File: src/rtl/adc_pwr_ctl.sv
module adc_pwr_ctl #(
  parameter int ADDR_W      = 8,
  parameter int STARTUP_CYC = 64,
  parameter int DISABLE_CYC = 4,
  parameter int STOP_CYC    = 4,
  parameter int OFS_CAL_CYC = 20,
  parameter int LIN_CAL_CYC = 131072
) (
  input  logic              clk,
  input  logic              rst_n,
  input  logic [ADDR_W-1:0] bus_addr,
  input  logic              bus_wr,
  input  logic [31:0]       bus_wdata,
  output logic [31:0]       bus_rdata
);
  localparam logic [ADDR_W-1:0] STAT_ADDR = ADDR_W'(8'h00);
  localparam logic [ADDR_W-1:0] CTRL_ADDR = ADDR_W'(8'h08);
  localparam int LONG_CAL = (LIN_CAL_CYC > OFS_CAL_CYC) ? LIN_CAL_CYC : OFS_CAL_CYC;
  localparam int M1 = (STARTUP_CYC > DISABLE_CYC) ? STARTUP_CYC : DISABLE_CYC;
  localparam int M2 = (M1 > STOP_CYC) ? M1 : STOP_CYC;
  localparam int CNT_MAX = (M2 > LONG_CAL) ? M2 : LONG_CAL;
  localparam int CNT_W = $clog2(CNT_MAX + 1);

  localparam int B_CAL = 31, B_DIF = 30, B_DPD = 29, B_VREG = 28;
  localparam int B_LIN = 16, B_BOOST = 8, B_STOP = 4, B_START = 2;
  localparam int B_DIS = 1, B_EN = 0;

  typedef enum logic [2:0] {PH_IDLE, PH_BOOT, PH_CAL, PH_OFF, PH_HALT} phase_t;

  phase_t           phase;
  logic [CNT_W-1:0] cnt;
  logic dpd, vreg, boost, dif_sel, lin_sel;
  logic cal, en, dis, run, halt, ready;

  wire wr_ctrl  = bus_wr && (bus_addr == CTRL_ADDR);
  wire wr_stat  = bus_wr && (bus_addr == STAT_ADDR);
  wire pwr_ok   = vreg && !dpd;
  wire idle     = (phase == PH_IDLE);
  wire cnt_last = !idle && (cnt == CNT_W'(1));

  wire req_en   = wr_ctrl && bus_wdata[B_EN] && idle && pwr_ok && !en;
  wire req_cal  = wr_ctrl && bus_wdata[B_CAL] && idle && pwr_ok && !en && !req_en;
  wire req_run  = wr_ctrl && bus_wdata[B_START] && idle && en && !run;
  wire req_dis  = wr_ctrl && bus_wdata[B_DIS] && idle && en && !run && !req_run;
  wire req_halt = wr_ctrl && bus_wdata[B_STOP] && idle && run;

  wire lin_next = (wr_ctrl && phase != PH_CAL) ? bus_wdata[B_LIN] : lin_sel;
  wire [CNT_W-1:0] cal_len = lin_next ? CNT_W'(LONG_CAL) : CNT_W'(OFS_CAL_CYC);

  always_ff @(posedge clk or negedge rst_n) begin
    if (!rst_n) begin
      dpd <= 1'b1; vreg <= 1'b0; boost <= 1'b0;
      dif_sel <= 1'b0; lin_sel <= 1'b0;
    end else if (wr_ctrl) begin
      dpd   <= bus_wdata[B_DPD];
      vreg  <= bus_wdata[B_VREG] && !bus_wdata[B_DPD];
      boost <= bus_wdata[B_BOOST];
      if (phase != PH_CAL) begin
        dif_sel <= bus_wdata[B_DIF];
        lin_sel <= bus_wdata[B_LIN];
      end
    end
  end

  always_ff @(posedge clk or negedge rst_n) begin
    if (!rst_n) begin
      phase <= PH_IDLE; cnt <= '0;
      cal <= 1'b0; en <= 1'b0; dis <= 1'b0; run <= 1'b0; halt <= 1'b0;
      ready <= 1'b0;
    end else begin
      if (wr_stat && bus_wdata[0]) ready <= 1'b0;
      if (idle) begin
        if (req_en) begin
          en <= 1'b1; phase <= PH_BOOT; cnt <= CNT_W'(STARTUP_CYC);
        end else if (req_cal) begin
          cal <= 1'b1; phase <= PH_CAL; cnt <= cal_len;
        end else if (req_dis) begin
          dis <= 1'b1; phase <= PH_OFF; cnt <= CNT_W'(DISABLE_CYC);
        end else if (req_run) begin
          run <= 1'b1;
        end else if (req_halt) begin
          halt <= 1'b1; phase <= PH_HALT; cnt <= CNT_W'(STOP_CYC);
        end
      end else if (cnt_last) begin
        phase <= PH_IDLE;
        cnt   <= '0;
        case (phase)
          PH_BOOT: ready <= 1'b1;
          PH_CAL:  cal <= 1'b0;
          PH_OFF:  begin en <= 1'b0; dis <= 1'b0; ready <= 1'b0; end
          PH_HALT: begin run <= 1'b0; halt <= 1'b0; end
          default: ;
        endcase
      end else begin
        cnt <= cnt - CNT_W'(1);
      end
    end
  end

  always_comb begin
    bus_rdata = '0;
    if (bus_addr == STAT_ADDR) begin
      bus_rdata[0] = ready;
    end else if (bus_addr == CTRL_ADDR) begin
      bus_rdata[B_CAL]   = cal;
      bus_rdata[B_DIF]   = dif_sel;
      bus_rdata[B_DPD]   = dpd;
      bus_rdata[B_VREG]  = vreg;
      bus_rdata[B_LIN]   = lin_sel;
      bus_rdata[B_BOOST] = boost;
      bus_rdata[B_STOP]  = halt;
      bus_rdata[B_START] = run;
      bus_rdata[B_DIS]   = dis;
      bus_rdata[B_EN]    = en;
    end
  end

  assert_vreg_off_R2: assert property (@(posedge clk) disable iff (!rst_n)
    dpd |-> !vreg);
  assert_ready_needs_en_R4: assert property (@(posedge clk) disable iff (!rst_n)
    $rose(ready) |-> en);
  assert_dis_needs_en_R5: assert property (@(posedge clk) disable iff (!rst_n)
    dis |-> en);
  assert_en_falls_after_dis_R5: assert property (@(posedge clk) disable iff (!rst_n)
    $fell(en) |-> $past(dis));
  assert_stop_needs_start_R6: assert property (@(posedge clk) disable iff (!rst_n)
    halt |-> run);
  assert_start_falls_after_stop_R9: assert property (@(posedge clk) disable iff (!rst_n)
    $fell(run) |-> $past(halt));
  assert_cal_only_disabled_R8: assert property (@(posedge clk) disable iff (!rst_n)
    cal |-> !en);
  assert_cal_clears_at_end_R7: assert property (@(posedge clk) disable iff (!rst_n)
    $fell(cal) |-> $past(phase == PH_CAL && cnt == CNT_W'(1)));
endmodule

File: config.mk
export PLATFORM = sky130hd
export DESIGN_NAME = adc_pwr_ctl
export DESIGN_NICKNAME = d
export VERILOG_FILES = /design/src/rtl/adc_pwr_ctl.sv
export SDC_FILE = /design/constraint.sdc
export NUM_CORES = 1
export LEC_CHECK = 0
export ABC_AREA = 1
export BUFFER_PORTS_ARGS = -buffer_cell sky130_fd_sc_hd__buf_2
export CORE_ASPECT_RATIO = 0.6
export CORE_MARGIN = 3
export CORE_UTILIZATION = 51
export CTS_BUF_LIST = sky130_fd_sc_hd__clkbuf_16
export DETAILED_ROUTE_END_ITERATION = 6
export GPL_TIMING_DRIVEN = 1
export HOLD_SLACK_MARGIN = 0.02
export PLACE_DENSITY_LB_ADDON = 0.25
export SYNTH_ARGS = -nofsm -noshare
export SYNTH_HDL_FRONTEND = slang
export SYNTH_SLANG_ARGS = --single-unit
File: constraint.sdc
create_clock -name clk -period 2 [get_ports clk]
set_input_delay 0.1 -clock clk [delete_from_list [all_inputs] [get_ports clk]]
set_output_delay 0.1 -clock clk [all_outputs]
set_load 0.1 [all_outputs]
==> impl_table.tex, run 1 <==
\begin{tabular}{lr}
\hline
Metric & Value \\
\hline
\multicolumn{2}{l}{\textbf{Status}} \\
Run status & completed \\
\multicolumn{2}{l}{\textbf{Route}} \\
Count of TritonRoute iterations in the first routing pass & 4 \\
Detailed-route via count & 2111 \\
Iteration-0 DRC Markers & 184 \\
Post-detailed-route via-to-cell ratio & 4.83 \\
Remaining antenna violation count after routing & 0 \\
Routed Wire Length & 5220 µm \\
DRC violation count after routing & 0 \\
Average detailed-routed wire length per instance & 12.0 µm \\
\multicolumn{2}{l}{\textbf{Yosys}} \\
Number of flops mapped to enable cells by yosys & 0 \\
Dominant synthesized flop cell & sky130\_fd\_sc\_hd\_\_dfrtp\_1 \\
Count of warnings emitted by yosys & 0 \\
Post-Syn Area & 2270 µm² \\
Area fraction of the dominant cell type after synthesis & 34.1\% \\
Largest area contributor in the netlist & sky130\_fd\_sc\_hd\_\_dfrtp\_1 \\
Cell types occupying the most area after synthesis & sky130\_fd\_sc\_hd\_\_dfrtp\_1 (34\%), sky130\_fd\_sc\_hd\_\_nand2\_1 (13\%), sky130\_fd\_sc\_hd\_\_inv\_1 (8.8\%) \\
Sequential share of the synthesized area & 35.3\% \\
Most frequent cells after synthesis & sky130\_fd\_sc\_hd\_\_nand2\_1 (81), sky130\_fd\_sc\_hd\_\_inv\_1 (53), sky130\_fd\_sc\_hd\_\_nor2\_1 (48), sky130\_fd\_sc\_hd\_\_dfrtp\_1 (31) \\
Share of flip-flops with an asynchronous set or reset & 100\% \\
Cell with the most instances after synthesis & sky130\_fd\_sc\_hd\_\_nand2\_1 \\
Synthesized netlist cell count & 336 \\
Number of distinct library cell variants in the gate-level netlist after synthesis & 33 \\
Average instance area after synthesis & 6.77 µm² \\
FF+latch count, synth & 32 \\
\multicolumn{2}{l}{\textbf{Power and ir drop}} \\
Worst ir drop on vdd & 1.01 mV \\
Leakage power & 1.49 nW \\
Internal Pwr Total & 0.00175 W \\
Comb pwr share & 46.8\% \\
Net switching share of the total power & 45.5\% \\
Clk network pwr share & 22.4\% \\
PwrDens & 1230 nW/µm² \\
Reg power frac & 30.9\% \\
Total net switching power & 0.00146 W \\
\multicolumn{2}{l}{\textbf{Timing}} \\
Max Clock Skew & 4.68 ps \\
Actual slew at the worst max-slew pin & 736 ps \\
Final slew viol count & 0 \\
Number of setup violations in the final report & 0 \\
Worst Hold Slack & 36.5 ps \\
Setup repair after global routing missed its margin & no \\
Final Cycle Share & 89.8\% \\
Worst slew slack as a fraction of its limit & 51.0\% \\
Final number of hold-violating endpoints & 0 \\
Achievable frequency & 557 MHz \\
Setup TNS & 0 ps \\
Tmin final & 1800 ps \\
\multicolumn{2}{l}{\textbf{Floorplan}} \\
Number of cell rows & 18 \\
Effective utilization at floorplan & 54.3\% \\
Area of the die & 5320 µm² \\
I/O pin count & 75 \\
Height of the chip & 57.7 µm \\
Die outline width & 92.2 µm \\
Core Region & 4190 µm² \\
\multicolumn{2}{l}{\textbf{Worst setup path}} \\
Critical path data required time & 2160 ps \\
Endpoint kind of the worst setup timing path & flip-flop \\
Flop2flop setup slack & 200 ps \\
Crit path DAT & 1960 ps \\
Crit Path Max Fanout & 8 \\
Sort of element at the start of the critical path & flip-flop \\
Start-to-end type of the worst setup path & reg -> reg \\
\multicolumn{2}{l}{\textbf{Cells and area}} \\
Synthesis-to-layout area growth & 14.7\% \\
Non-Filler Instances & 437 \\
Ratio of cells with drive above 1 in the final layout & 18.0\% \\
Net count reported at finish & 421 \\
Antenna diode count & 0 \\
\multicolumn{2}{l}{\textbf{Clock network}} \\
CTS Buf Count & 5 \\
Clock tree from TritonCTS & built \\
Count of clock tree sinks & 32 \\
Reg clk slew, reported paths & 50 ps \\
Buffer levels on the longest clock path & 2 \\
Number of H-tree levels & 2 \\
Clock latency at the later pin of the worst-skew pair & 270 ps \\
Root Buffer Master & sky130\_fd\_sc\_hd\_\_clkbuf\_16 \\
\multicolumn{2}{l}{\textbf{Global routing}} \\
Largest net degree at the start of global routing & 33 \\
Antenna violations before repair & 0 \\
All-Layer GR Usage & 20.8\% \\
Grt total ovfl & 0 \\
Vias in the first global route & 1803 \\
First-pass GRT wire length & 8670 µm \\
\multicolumn{2}{l}{\textbf{Min path}} \\
Type of the worst min-delay path & in -> reg \\
\multicolumn{2}{l}{\textbf{Placement}} \\
Total of buffers placed on input and output ports & 30 \\
Placer Congestion & 0.892 \\
Detailed placer's ending HPWL & 4040 µm \\
Cells after DPL & 426 \\
\multicolumn{2}{l}{\textbf{Run}} \\
Maximum capacitance violations & 0 \\
\hline
\end{tabular}
cells in the final DEF (no fill, tap or decap), types with 2 or more instances in the layout:
cell,n
sky130_fd_sc_hd__nand2_1,81
sky130_fd_sc_hd__inv_1,52
sky130_fd_sc_hd__nor2_1,47
sky130_fd_sc_hd__dfrtp_1,31
sky130_fd_sc_hd__buf_2,30
sky130_fd_sc_hd__nand3_1,22
sky130_fd_sc_hd__conb_1,22
sky130_fd_sc_hd__nand4_1,12
sky130_fd_sc_hd__nor2_2,7
sky130_fd_sc_hd__buf_4,7
sky130_fd_sc_hd__a21oi_1,6
sky130_fd_sc_hd__o21ai_1,6
sky130_fd_sc_hd__nand2_2,5
sky130_fd_sc_hd__o21ai_0,5
sky130_fd_sc_hd__clkbuf_16,5
sky130_fd_sc_hd__nor3_1,4
sky130_fd_sc_hd__xor2_1,4
sky130_fd_sc_hd__or2_2,3
sky130_fd_sc_hd__xnor2_1,3
sky130_fd_sc_hd__nand3b_1,3
sky130_fd_sc_hd__o22ai_1,2
sky130_fd_sc_hd__ha_1,2
sky130_fd_sc_hd__clkinv_2,2
metal layers:
layer,GRT usage [%],wire [µm],vias up
li1,-,-,1083
met3,5.06,568,5
met5,0,0,-
met2,27.7,1990,83
met1,34.0,2640,940
met4,3.17,21,0
area by class of cell:
cell class                      count  area [µm²]
Multi-Input combinational cell    245        1170
Sequential cell                    32         802
Timing Repair Buffer               38         213
Clock inverter                      3        13.8
Fill cell                         388        1580
Inverter                           54         206
Tap cell                           60        75.1
Clock buffer                        5         125
sequential cells by signal (all words and copies together), names as in the netlist:
register,cells
cnt,18
phase,3
boost,1
cal,1
dif_sel,1
dis,1
dpd,1
en,1
halt,1
lin_sel,1
ready,1
run,1
vreg,1
stage by stage:
step                utilization, %  cell area (µm²)  setup WS [ps]  total power [W]
global placement              58.0             2430            224          0.00239
CTS                           61.6             2580            177          0.00315
detailed placement            58.0             2430            201          0.00242
global route                  62.2             2610           16.4          0.00347
floorplan                        -             2360           10.0          0.00214
finish                        62.2             2610            204          0.00320
logic make-up after synthesis:
family	share of synthesized area (%)
buffers and inverters	17.2
xor gates and xnor gates	2.70
and+or+nand+nor	38.4
DFF	35.3
adders and majority gates	1.10
AOI/OAI and AO/OA	5.17
other	0.165
final timing paths:
kind | cells after the start | to | from
setup / recovery | 9 | run | cnt[14]
hold reg to reg | 2 | cal | cal
max in group asynchronous | 2 | phase[0] | rst_n
hold / removal | 3 | boost | bus_wdata[8]
setup reg to reg | 9 | run | cnt[14]
min in group asynchronous | 2 | cnt[0] | rst_n
power groups by stage:
stage | registers (W) | clock network, W | logic [W]
floorplan | 0.000951 | 0 | 0.00119
global placement | 0.000990 | 0 | 0.00140
detailed placement | 0.000992 | 0 | 0.00142
CTS | 0.000985 | 0.000728 | 0.00144
global route | 0.00102 | 0.000760 | 0.00169
finish | 0.000989 | 0.000716 | 0.00150
critical path, stage by stage, from the launching register on:
cell and delay (ps):
sky130_fd_sc_hd__dfrtp_1 430, sky130_fd_sc_hd__or2_1 280, sky130_fd_sc_hd__nor2_2 160, sky130_fd_sc_hd__nand3_1 200, sky130_fd_sc_hd__nand2_2 200, sky130_fd_sc_hd__nand3_1 150, sky130_fd_sc_hd__inv_1 100, sky130_fd_sc_hd__nand2_1 50
sky130_fd_sc_hd__nand2_1 50, sky130_fd_sc_hd__nand2_1 50
what timing repair did:
action,CTS,global route
resized for setup,0,3
endpoints found under the setup margin,0,8
hold buffers,1,0
buffers inserted,0,2
hold endpoints to repair,31,0
(Power assumes the default switching activity.)
==> run 2: changes to the inputs <==
CELL_PAD_IN_SITES_DETAIL_PLACEMENT = 1   (was default)
CELL_PAD_IN_SITES_GLOBAL_PLACEMENT = 1   (was default)
CORE_UTILIZATION = 35   (was 51)
==> impl_table.tex, run 2 (synthesis gave the netlist of run 1 again) <==
\begin{tabular}{lr}
\hline
Metric & Value \\
\hline
\multicolumn{2}{l}{\textbf{Floorplan}} \\
Die outline width & 110 µm \\
Area of the die & 7530 µm² \\
Effective utilization at floorplan & 36.7\% \\
Core Region & 6190 µm² \\
Height of the chip & 68.4 µm \\
Number of cell rows & 22 \\
I/O pin count & 75 \\
\multicolumn{2}{l}{\textbf{Timing}} \\
Final Cycle Share & 90.1\% \\
Final number of hold-violating endpoints & 0 \\
Setup repair after global routing missed its margin & no \\
Actual slew at the worst max-slew pin & 765 ps \\
Worst Hold Slack & 40.6 ps \\
Final slew viol count & 0 \\
Achievable frequency & 555 MHz \\
Number of setup violations in the final report & 0 \\
Max Clock Skew & 3.77 ps \\
Tmin final & 1800 ps \\
Worst slew slack as a fraction of its limit & 49.0\% \\
Setup TNS & 0 ps \\
\multicolumn{2}{l}{\textbf{Worst setup path}} \\
Flop2flop setup slack & 200 ps \\
Endpoint kind of the worst setup timing path & flip-flop \\
Sort of element at the start of the critical path & flip-flop \\
Critical path data required time & 2170 ps \\
Start-to-end type of the worst setup path & reg -> reg \\
Crit Path Max Fanout & 8 \\
Crit path DAT & 1980 ps \\
\multicolumn{2}{l}{\textbf{Global routing}} \\
Vias in the first global route & 2160 \\
All-Layer GR Usage & 19.2\% \\
Grt total ovfl & 0 \\
Largest net degree at the start of global routing & 33 \\
First-pass GRT wire length & 10800 µm \\
Antenna violations before repair & 0 \\
\multicolumn{2}{l}{\textbf{Placement}} \\
Placer Congestion & 0.784 \\
Total of buffers placed on input and output ports & 30 \\
Detailed placer's ending HPWL & 5140 µm \\
\multicolumn{2}{l}{\textbf{Clock network}} \\
Clock tree from TritonCTS & built \\
Count of clock tree sinks & 32 \\
Setup fix buffers added after clock tree synthesis & 0 \\
Number of H-tree levels & 2 \\
Post-CTS resize count & 0 \\
Buffer levels on the longest clock path & 2 \\
Reg clk slew, reported paths & 50 ps \\
CTS Buf Count & 5 \\
Clock latency at the later pin of the worst-skew pair & 280 ps \\
Root Buffer Master & sky130\_fd\_sc\_hd\_\_clkbuf\_16 \\
\multicolumn{2}{l}{\textbf{Cells and area}} \\
Antenna diode count & 0 \\
Commonest non-fill, non-tap cell in the layout & sky130\_fd\_sc\_hd\_\_nand2\_1 \\
Synthesis-to-layout area growth & 15.9\% \\
Area taken by multi-input logic gates & 1160 µm² \\
Number of filler instances in the final layout & 848 \\
Max reg flops & 18 \\
Register with the most flip-flops & cnt \\
Net count reported at finish & 423 \\
Largest registers ranked by flip-flop count & cnt (18), phase (3) \\
Most used cells in the layout excluding fill and tap cells & sky130\_fd\_sc\_hd\_\_nand2\_1 (81), sky130\_fd\_sc\_hd\_\_inv\_1 (53), sky130\_fd\_sc\_hd\_\_nor2\_1 (48) \\
Ratio of cells with drive above 1 in the final layout & 17.5\% \\
Storage cell area & 802 µm² \\
\multicolumn{2}{l}{\textbf{Power and ir drop}} \\
Worst ir drop on vdd & 0.492 mV \\
Leakage power & 1.49 nW \\
PwrDens & 1230 nW/µm² \\
\multicolumn{2}{l}{\textbf{Min path}} \\
Type of the worst min-delay path & in -> reg \\
\multicolumn{2}{l}{\textbf{Route}} \\
Routed Wire Length & 6510 µm \\
DRC violation count after routing & 0 \\
Count of TritonRoute iterations in the first routing pass & 4 \\
Detailed-route via count & 2151 \\
Average detailed-routed wire length per instance & 14.1 µm \\
Iteration-0 DRC Markers & 80 \\
Remaining antenna violation count after routing & 0 \\
Post-detailed-route via-to-cell ratio & 4.66 \\
\multicolumn{2}{l}{\textbf{Run}} \\
Maximum capacitance violations & 0 \\
\multicolumn{2}{l}{\textbf{Status}} \\
Run status & completed \\
\hline
\end{tabular}
[run 2: worst max-delay path, stage by stage, from the launching register on]
cell and delay (ps):
sky130_fd_sc_hd__dfrtp_1 420, sky130_fd_sc_hd__or2_1 260, sky130_fd_sc_hd__nor2_1 200, sky130_fd_sc_hd__nand3_1 190
sky130_fd_sc_hd__nand2_2 210, sky130_fd_sc_hd__inv_1 110, sky130_fd_sc_hd__o21ai_0 110, sky130_fd_sc_hd__nand2_1 90
sky130_fd_sc_hd__nand2_1 70, sky130_fd_sc_hd__inv_1 40
[run 2: routing by layer]
metal / global-route usage [%] / wire length, µm / vias to the layer above / share of wire [%]
met5: 0 / 0 / - / 0
met4: 4.98 / 41 / 0 / 0.63
met3: 4.15 / 266 / 5 / 4.1
met2: 27.2 / 2600 / 40 / 40
met1: 29.0 / 3600 / 1026 / 55
li1: - / - / 1080 / -
[run 2: per-stage QoR]
stage / worst slack, ps / utilization, % / instance area [µm²] / power, W / cells
floorplan: 10.0 / - / 2360 / 0.00214 / 357
global placement: 277 / 40.2 / 2490 / 0.00247 / 454
detailed placement: 251 / 40.2 / 2490 / 0.00252 / 454
CTS: 216 / 42.5 / 2630 / 0.00327 / 462
global route: 37.9 / 42.5 / 2630 / 0.00354 / 462
finish: 198 / 42.5 / 2630 / 0.00325 / 462
[run 2: worst paths after layout]
| path | start | depth (start not counted) | endpoint |
|---|---|---|---|
| worst max register to register | cnt[14] | 9 | cnt[2] |
| worst max-delay path | cnt[14] | 9 | cnt[2] |
| worst min-delay path | bus_wdata[8] | 3 | boost |
| min in group asynchronous | rst_n | 2 | cnt[13] |
| max in group asynchronous | rst_n | 2 | cnt[3] |
| worst min register to register | halt | 2 | halt |
[run 2: final cells by class]
cell class,count,share of cell area [%]
clock buffers,5,4.75
clock inverters,2,0.285
inverters,54,7.70
multi-input cells,245,44.2
flip-flops and latches,32,30.5
well taps,84,3.99
repair buffers,40,8.65
[run 2: timing repair]
| item | in CTS | in global routing |
|---|---|---|
| hold endpoints to repair | 31 | 0 |
| setup endpoints to repair | 0 | 0 |
| hold buffers | 1 | 0 |
[run 2: power breakdown]
group          leakage [nW]  switching, W  internal (W)  total (W)
Clock                0.0648      0.000274      0.000445   0.000719
Combinational          1.03       0.00106      0.000468    0.00153
Sequential            0.392      0.000171      0.000825   0.000996
